### src/rtl/apod_pkg.sv
package apod_pkg;

    localparam int NCAR = 4;

    typedef enum logic [1:0] {
        CELL_ZERO = 2'd0,
        CELL_POS  = 2'd1,
        CELL_NEG  = 2'd2
    } cell_e;

    // nibble = {right low, right high, left low, left high}
    function automatic logic [3:0] cell_gates(cell_e st);
        case (st)
            CELL_POS: return 4'b1001;
            CELL_NEG: return 4'b0110;
            default:  return 4'b1010;
        endcase
    endfunction

    function automatic int gate_weight(logic [3:0] g);
        if (g == 4'b1001) return 1;
        if (g == 4'b0110) return -1;
        return 0;
    endfunction

endpackage

### src/rtl/apod_carrier_gen.sv
module apod_carrier_gen #(
    parameter int FRAC = 10,
    parameter int LW   = 4,
    localparam int VW  = FRAC + 2,
    localparam int CW  = FRAC + 1
) (
    input  logic                 clk,
    input  logic                 rst_n,
    input  logic [LW-1:0]        hp_log2,
    output logic signed [VW-1:0] car_o [apod_pkg::NCAR]
);
    typedef struct packed {
        logic [CW-1:0] cnt;
    } st_t;

    st_t           st_d, st_q;
    logic [CW-1:0] span_v, half_v, tri_v, rise_v;

    always_comb begin
        span_v   = CW'(2) << hp_log2;
        half_v   = span_v >> 1;
        st_d.cnt = (st_q.cnt >= span_v - 1'b1) ? '0 : st_q.cnt + 1'b1;
        tri_v    = (st_q.cnt < half_v) ? st_q.cnt : span_v - st_q.cnt;
        rise_v   = tri_v << (LW'(FRAC - 1) - hp_log2);
    end

    always_ff @(posedge clk or negedge rst_n) begin
        if (!rst_n) st_q <= '0;
        else        st_q <= st_d;
    end

    for (genvar k = 0; k < apod_pkg::NCAR; k++) begin : g_car
        localparam int BASE = -(2 ** FRAC) + k * (2 ** (FRAC - 1));
        if (k % 2 == 1) begin : g_inv
            assign car_o[k] = VW'(BASE + (2 ** (FRAC - 1)) - int'(rise_v));
        end else begin : g_dir
            assign car_o[k] = VW'(BASE + int'(rise_v));
        end
    end

    // counter returns to zero right after its last count
    p_cnt_wrap_r2: assert property (@(posedge clk) disable iff (!rst_n)
        (st_q.cnt >= span_v - 1'b1) |=> (st_q.cnt == '0));

endmodule

### src/rtl/apod_sine_ref.sv
module apod_sine_ref #(
    parameter int FRAC = 10,
    parameter int LW   = 4,
    parameter int RW   = 5,
    parameter int AMPW = 9,
    parameter int AW   = 16,
    localparam int VW  = FRAC + 2,
    localparam int PHW = RW + FRAC
) (
    input  logic                 clk,
    input  logic                 rst_n,
    input  logic [LW-1:0]        hp_log2,
    input  logic [RW-1:0]        ratio,
    input  logic [AMPW-1:0]      amp,
    output logic signed [VW-1:0] ref_o
);
    localparam int NW = PHW + AW;
    localparam int PW = 2 * AW + 2;
    localparam int SH = 2 * AW - 2 - FRAC;
    localparam int MW = FRAC + AMPW + 1;

    typedef struct packed {
        logic [PHW-1:0] ph;
    } st_t;

    st_t            st_d, st_q;
    logic [PHW-1:0] period_v;
    logic [AW-1:0]  angle_v, half_a, half_c;
    logic [PW-1:0]  prod_v;
    logic [FRAC:0]  mag_s, mag_a;
    logic [MW-1:0]  scaled_v;

    always_comb begin
        period_v = PHW'(ratio) << (hp_log2 + 1'b1);
        st_d.ph  = (st_q.ph >= period_v - 1'b1) ? '0 : st_q.ph + 1'b1;
        angle_v  = AW'({st_q.ph, {AW{1'b0}}} / NW'(period_v));
        half_a   = {1'b0, angle_v[AW-2:0]};
        half_c   = AW'(2 ** (AW - 1)) - half_a;
        prod_v   = (PW'(half_a) * PW'(half_c)) << 2;
        mag_s    = (FRAC + 1)'(prod_v >> SH);
        scaled_v = MW'(mag_s) * MW'(amp);
        mag_a    = (FRAC + 1)'(scaled_v >> (AMPW - 1));
        ref_o    = angle_v[AW-1] ? -VW'(mag_a) : VW'(mag_a);
    end

    always_ff @(posedge clk or negedge rst_n) begin
        if (!rst_n) st_q <= '0;
        else        st_q <= st_d;
    end

    // phase restarts after the last count of a reference period
    p_ph_wrap_r3: assert property (@(posedge clk) disable iff (!rst_n)
        (st_q.ph >= period_v - 1'b1) |=> (st_q.ph == '0));

endmodule

### src/rtl/apod_level_map.sv
module apod_level_map (
    input  logic [apod_pkg::NCAR-1:0] cmp_i,
    output logic [2:0]                lvl_o,
    output logic [3:0]                gate_full_o,
    output logic [3:0]                gate_half_o
);
    import apod_pkg::*;

    cell_e full_st, half_st;

    always_comb begin
        lvl_o = '0;
        for (int k = 0; k < NCAR; k++) lvl_o = lvl_o + 3'(cmp_i[k]);
        full_st = CELL_ZERO;
        half_st = CELL_ZERO;
        case (lvl_o)
            3'd4: full_st = CELL_POS;
            3'd3: half_st = CELL_POS;
            3'd1: half_st = CELL_NEG;
            3'd0: full_st = CELL_NEG;
            default: ;
        endcase
        gate_full_o = cell_gates(full_st);
        gate_half_o = cell_gates(half_st);
    end

endmodule

### src/rtl/apod_pwm5.sv
module apod_pwm5 #(
    parameter int FRAC = 10,
    parameter int LW   = 4,
    parameter int RW   = 5,
    parameter int AMPW = 9,
    parameter int AW   = 16
) (
    input  logic            clk,
    input  logic            rst_n,
    input  logic [LW-1:0]   hp_log2,
    input  logic [RW-1:0]   freq_ratio,
    input  logic [AMPW-1:0] amp,
    output logic [3:0]      cmp_o,
    output logic [2:0]      lvl_o,
    output logic [3:0]      gate_full_o,
    output logic [3:0]      gate_half_o
);
    import apod_pkg::*;

    localparam int VW = FRAC + 2;
    localparam logic [LW-1:0]   L_MAX   = LW'(FRAC - 1);
    localparam logic [AMPW-1:0] AMP_ONE = AMPW'(2 ** (AMPW - 1));

    typedef struct packed {
        logic [3:0] cmp;
        logic [2:0] lvl;
        logic [3:0] gf;
        logic [3:0] gh;
    } out_t;

    localparam out_t OUT_RST = '{cmp: 4'b0011, lvl: 3'd2, gf: 4'b1010, gh: 4'b1010};

    logic [LW-1:0]        l_eff;
    logic [RW-1:0]        r_eff;
    logic [AMPW-1:0]      a_eff;
    logic signed [VW-1:0] car_v [NCAR];
    logic signed [VW-1:0] ref_v;
    logic [NCAR-1:0]      cmp_raw;
    logic [2:0]           lvl_v;
    logic [3:0]           gf_v, gh_v;
    out_t                 o_d, o_q;

    always_comb begin
        if (hp_log2 == '0)        l_eff = LW'(1);
        else if (hp_log2 > L_MAX) l_eff = L_MAX;
        else                      l_eff = hp_log2;
        r_eff = (freq_ratio == '0) ? RW'(1) : freq_ratio;
        a_eff = (amp > AMP_ONE) ? AMP_ONE : amp;
    end

    apod_carrier_gen #(.FRAC(FRAC), .LW(LW)) u_car (
        .clk    (clk),
        .rst_n  (rst_n),
        .hp_log2(l_eff),
        .car_o  (car_v)
    );

    apod_sine_ref #(.FRAC(FRAC), .LW(LW), .RW(RW), .AMPW(AMPW), .AW(AW)) u_ref (
        .clk    (clk),
        .rst_n  (rst_n),
        .hp_log2(l_eff),
        .ratio  (r_eff),
        .amp    (a_eff),
        .ref_o  (ref_v)
    );

    for (genvar k = 0; k < NCAR; k++) begin : g_cmp
        if (k < NCAR / 2) begin : g_lo
            assign cmp_raw[k] = (ref_v >= car_v[k]);
        end else begin : g_hi
            assign cmp_raw[k] = (ref_v > car_v[k]);
        end
    end

    apod_level_map u_map (
        .cmp_i      (cmp_raw),
        .lvl_o      (lvl_v),
        .gate_full_o(gf_v),
        .gate_half_o(gh_v)
    );

    always_comb begin
        o_d = '{cmp: cmp_raw, lvl: lvl_v, gf: gf_v, gh: gh_v};
    end

    always_ff @(posedge clk or negedge rst_n) begin
        if (!rst_n) o_q <= OUT_RST;
        else        o_q <= o_d;
    end

    assign cmp_o       = o_q.cmp;
    assign lvl_o       = o_q.lvl;
    assign gate_full_o = o_q.gf;
    assign gate_half_o = o_q.gh;

    // comparator bits fill upward from the lowest band
    p_thermo_r5: assert property (@(posedge clk) disable iff (!rst_n)
        (cmp_o & (cmp_o + 4'd1)) == 4'd0);

    // level code counts the comparator bits
    p_count_r6: assert property (@(posedge clk) disable iff (!rst_n)
        int'(lvl_o) == $countones(cmp_o));

    // the two cell contributions add up to the step
    p_cell_sum_r7: assert property (@(posedge clk) disable iff (!rst_n)
        (2 * gate_weight(gate_full_o) + gate_weight(gate_half_o)) == int'(lvl_o) - 2);

    // each leg has exactly one switch on
    p_leg_comp_r8: assert property (@(posedge clk) disable iff (!rst_n)
        (gate_full_o[0] != gate_full_o[1]) && (gate_full_o[2] != gate_full_o[3]) &&
        (gate_half_o[0] != gate_half_o[1]) && (gate_half_o[2] != gate_half_o[3]));

    // zero amplitude gives the zero step on the next output
    p_zero_amp_r9: assert property (@(posedge clk) disable iff (!rst_n)
        (amp == '0) |=> (lvl_o == 3'd2));

endmodule

### config.mk
export PLATFORM = sky130hd
export DESIGN_NAME = apod_pwm5
export DESIGN_NICKNAME = d
export VERILOG_FILES = /design/src/rtl/apod_pkg.sv /design/src/rtl/apod_carrier_gen.sv /design/src/rtl/apod_sine_ref.sv /design/src/rtl/apod_level_map.sv /design/src/rtl/apod_pwm5.sv
export SDC_FILE = /design/constraint.sdc
export NUM_CORES = 2
export LEC_CHECK = 0
export CAP_MARGIN = 25
export CORE_MARGIN = 2
export CORE_UTILIZATION = 31
export CTS_CLUSTER_DIAMETER = 150
export DETAILED_ROUTE_END_ITERATION = 16
export SETUP_SLACK_MARGIN = 0.15
export SLEW_MARGIN = 15
export SYNTH_ARGS = -nofsm -noshare
export SYNTH_HDL_FRONTEND = slang
export SYNTH_SLANG_ARGS = --single-unit
### constraint.sdc
create_clock -name clk -period 93.6 [get_ports clk]
set_input_delay 14.04 -clock clk [delete_from_list [all_inputs] [get_ports clk]]
set_output_delay 14.04 -clock clk [all_outputs]
set_load 0.01 [all_outputs]
==> results.json <==
{
  "status": "finished, violations left",
  "syn2layout_area_growth_pct": 67.4,
  "final_nets": 8589,
  "period_minus_slack_ps": 102030,
  "synth_xor_area_share_pct": 7.96,
  "yosysMostFrequentCell": "ha_1",
  "slowest_stage": "fa_2",
  "syn_inst": 5283,
  "hold_class": "flop to flop",
  "r2r_start": "u_ref.st_q[14]",
  "initial_core_util_pct": 31.2,
  "wirelength_mm": 172,
  "syn-cell-area_sq_um": 39200,
  "antenna_found_initial": 8,
  "dr.pass1.iters": 7,
  "grtUsageTotal_pct": 24.8,
  "first_iter_violations": 3691,
  "cts_root_buffer": "clkbuf_16",
  "fmax_mhz": 9.80,
  "final.setup_skew_ps": 11.1,
  "synthMuxAreaShare_pct": 3.34,
  "hold_buffers": 0,
  "io_buffers": 34,
  "wl_per_cell_um": 18.2,
  "clk_latency_ps": 310,
  "r2r-end": "gate_full_o[2]",
  "vias_per_cell": 5.39,
  "setup.worst_path.start": "hp_log2[3]",
  "cts.htree.levels": 2,
  "drive_above_1_share_pct": 45.1,
  "crit_top_cell": "buf_4",
  "setup_violations": 15,
  "clock_path_buffers": 2,
  "grt_overflow": 0,
  "drv_cap": 0,
  "die_w_um": 360,
  "dp_hpwl_mm": 121,
  "ios": 35,
  "yosysWarningCount": 0,
  "rrSetupSlack_ps": 6820,
  "worst_slack_ps": -8430,
  "yosys-top-cells-area": "ha_1 (18%), fa_1 (12%), nor2_1 (5.4%)",
  "synth_edf_count": 0,
  "clock_sinks": 41,
  "rows": 130,
  "rsz0062_at_grt": "yes",
  "slew_headroom_pct": 32.2,
  "drc": 0,
  "synth_compound_area_share_pct": 24.8,
  "critPathMaxStageDelay_ps": 580,
  "worstSetupStartpointType": "input pin",
  "synthSimpleGateAreaFrac_pct": 24.5,
  "synth_common_cells": "ha_1 (565), nor2_1 (561), inv_1 (441)",
  "synth_top_area_cell": "ha_1",
  "violations": "negative setup slack",
  "criticalPathCategory": "input pin to flop",
  "grt_max_degree": 42,
  "min-delay-start": "u_car.st_q[10]",
  "cp_top_family": "compound AO/OA/AOI/OAI gates",
  "synth_top_family_by_area": "adder cells",
  "worst-path-buf-inv": 162,
  "worstMarginPinSlew_ps": 1010,
  "cp_data_required_time_ps": 93840,
  "async_flop_share_pct": 100,
  "place.gp.congestion": 0.928,
  "synth_ff_type": "dfrtp_1",
  "slew_viol_final": 0,
  "cts_tree": "yes",
  "cp-endpoint": "gate_full_o[2]",
  "synth.avg_cell_area_sq_um": 7.42,
  "grt_pass1_wl_mm": 265,
  "fin_tns_setup_ps": -120370,
  "ys_ff_latch": 41,
  "worstSetupEndpointType": "flop",
  "dieHeight_um": 360,
  "synthAdderAreaFrac_pct": 30.4,
  "grt_pass1_vias": 51209,
  "critPathArrivalTime_ps": 102270,
  "synth_cell_type_count": 136,
  "vias": 50714,
  "core_sq_um": 126000,
  "hold_viol_final": 0,
  "cp.depth": 536,
  "die_area_sq_um": 129000,
  "cts_buffers": 5,
  "path_max_fanout": 9,
  "clk_pin_slew_ps": 70,
  "yosysSeqAreaShare_pct": 2.64,
  "fill_cells": 11198,
  "fin_crit_sh_pct": 109,
  "ant_nets": 0,
  "yosysTopAreaCellShare_pct": 18.0,
  "reg2regPathDepth": 523
}
[per-stage QoR]
stage / setup WS (ps) / util [%] / std cells / hold WS (ps) / area [sq um]
after floorplan: -9590 / - / 5294 / 526 / 41300
final: -8430 / 52.3 / 9416 / 638 / 65600
after CTS: -5080 / 50.2 / 9261 / 645 / 63100
after detailed placement: -9480 / 44.3 / 8563 / 634 / 55700
after global placement: -7580 / 44.3 / 8563 / 607 / 55700
after global routing: -12220 / 52.3 / 9416 / 694 / 65600
[layer usage]
metal	vias to the layer above	wire (um)	track usage, %	share of wire (%)
met2	1985	82100	43.4	48
met4	2	8000	9.93	4.7
met3	619	10600	2.85	6.2
li1	23800	-	-	-
met5	-	13	0	0.0076
met1	24308	70900	30.8	41
[layout make-up]
| class | count | area [sq um] | area share (%) |
|---|---|---|---|
| inverter | 467 | 1780 | 2.72 |
| clock buffer | 5 | 125 | 0.191 |
| timing repair buffer | 2626 | 20400 | 31.0 |
| sequential | 41 | 1030 | 1.58 |
| tap | 1650 | 2060 | 3.15 |
| antenna | 3 | 7.51 | 0.0114 |
| multi-input combinational | 4621 | 40200 | 61.3 |
| clock inverter | 3 | 21.3 | 0.0324 |
[layout by cell type (no fill, tap or decap), types with 24 or more instances in the layout]
| master | netlist | routed |
|---|---|---|
| o21ai_1 | 21 | 64 |
| a21oi_2 | 0 | 76 |
| mux2i_1 | 29 | 27 |
| nand2b_1 | 203 | 196 |
| ha_1 | 565 | 466 |
| nand3_1 | 119 | 100 |
| nor4_1 | 30 | 24 |
| xnor2_1 | 226 | 208 |
| dfrtp_1 | 34 | 34 |
| buf_4 | 8 | 2478 |
| nor2_1 | 561 | 480 |
| inv_2 | 20 | 38 |
| fa_1 | 242 | 239 |
| nor2b_1 | 89 | 73 |
| nand2_1 | 416 | 376 |
| and2_1 | 72 | 56 |
| inv_1 | 441 | 417 |
| nand2_2 | 1 | 29 |
| and3_1 | 41 | 34 |
| o211ai_1 | 50 | 50 |
| a21o_1 | 181 | 181 |
| or2_2 | 35 | 34 |
| o21bai_1 | 31 | 30 |
| nand4_1 | 72 | 72 |
| o31ai_1 | 90 | 66 |
| o21ai_2 | 5 | 55 |
| or3_1 | 44 | 30 |
| ha_4 | 0 | 92 |
| o21a_1 | 81 | 79 |
| buf_6 | 3 | 100 |
| mux2_4 | 0 | 24 |
| nor2_4 | 1 | 36 |
| nor2_2 | 2 | 48 |
| o21ai_0 | 260 | 160 |
| a21oi_1 | 320 | 225 |
| xor2_1 | 124 | 123 |
| a31oi_1 | 48 | 36 |
| nor3_1 | 117 | 99 |
| mux2_2 | 86 | 62 |
| clkdlybuf4s50_1 | 0 | 29 |
[worst reg2reg max path, delay by kind of cell, from the launching register on]
family	cells	cell delay [ps]
AO/OA/AOI/OAI	171	28110
XOR/XNOR	5	670
adder cells (fa/ha/maj)	46	15360
buffers and inverters	158	19450
flip-flops	1	540
multiplexers	9	2920
AND/OR/NAND/NOR	134	19620
[kinds of logic (layout without fill, tap and decap cells)]
logic type	after synthesis	in the layout
XOR/XNOR	353	353
multiplexers	119	119
flip-flops	41	41
AO/OA/AOI/OAI	1415	1415
AND/OR/NAND/NOR	1913	1914
buffers and inverters	633	3101
other	2	16
adder cells (fa/ha/maj)	807	807
[worst min-delay path by stage]
| stage | endpoint | slack, ps | cells past startpoint |
|---|---|---|---|
| detailed placement | u_car.st_q[10] | 630 | 2 |
| floorplan | u_ref.st_q[0] | 530 | 1 |
| global placement | u_ref.st_q[0] | 610 | 1 |
| finish | u_car.st_q[10] | 640 | 2 |
| CTS | u_ref.st_q[0] | 650 | 1 |
| global route | u_ref.st_q[0] | 690 | 1 |
[flip-flops by register name (all words and copies together), names as in the netlist]
name	count
gate_half_o	4
cmp_o	4
gate_full_o	4
u_ref.st_q	15
u_car.st_q	11
lvl_o	3
[timing repair]
item / 4_1_cts / 5_1_grt
pin swaps: 439 / 324
endpoints found under the setup margin: 15 / 15
gates cloned: 2 / 1
resized for setup: 443 / 279
setup buffers: 688 / 151
Power is left out: the tool's default activity adds up to more than one toggle a clock period on the data nets, which glitch-free logic cannot reach.
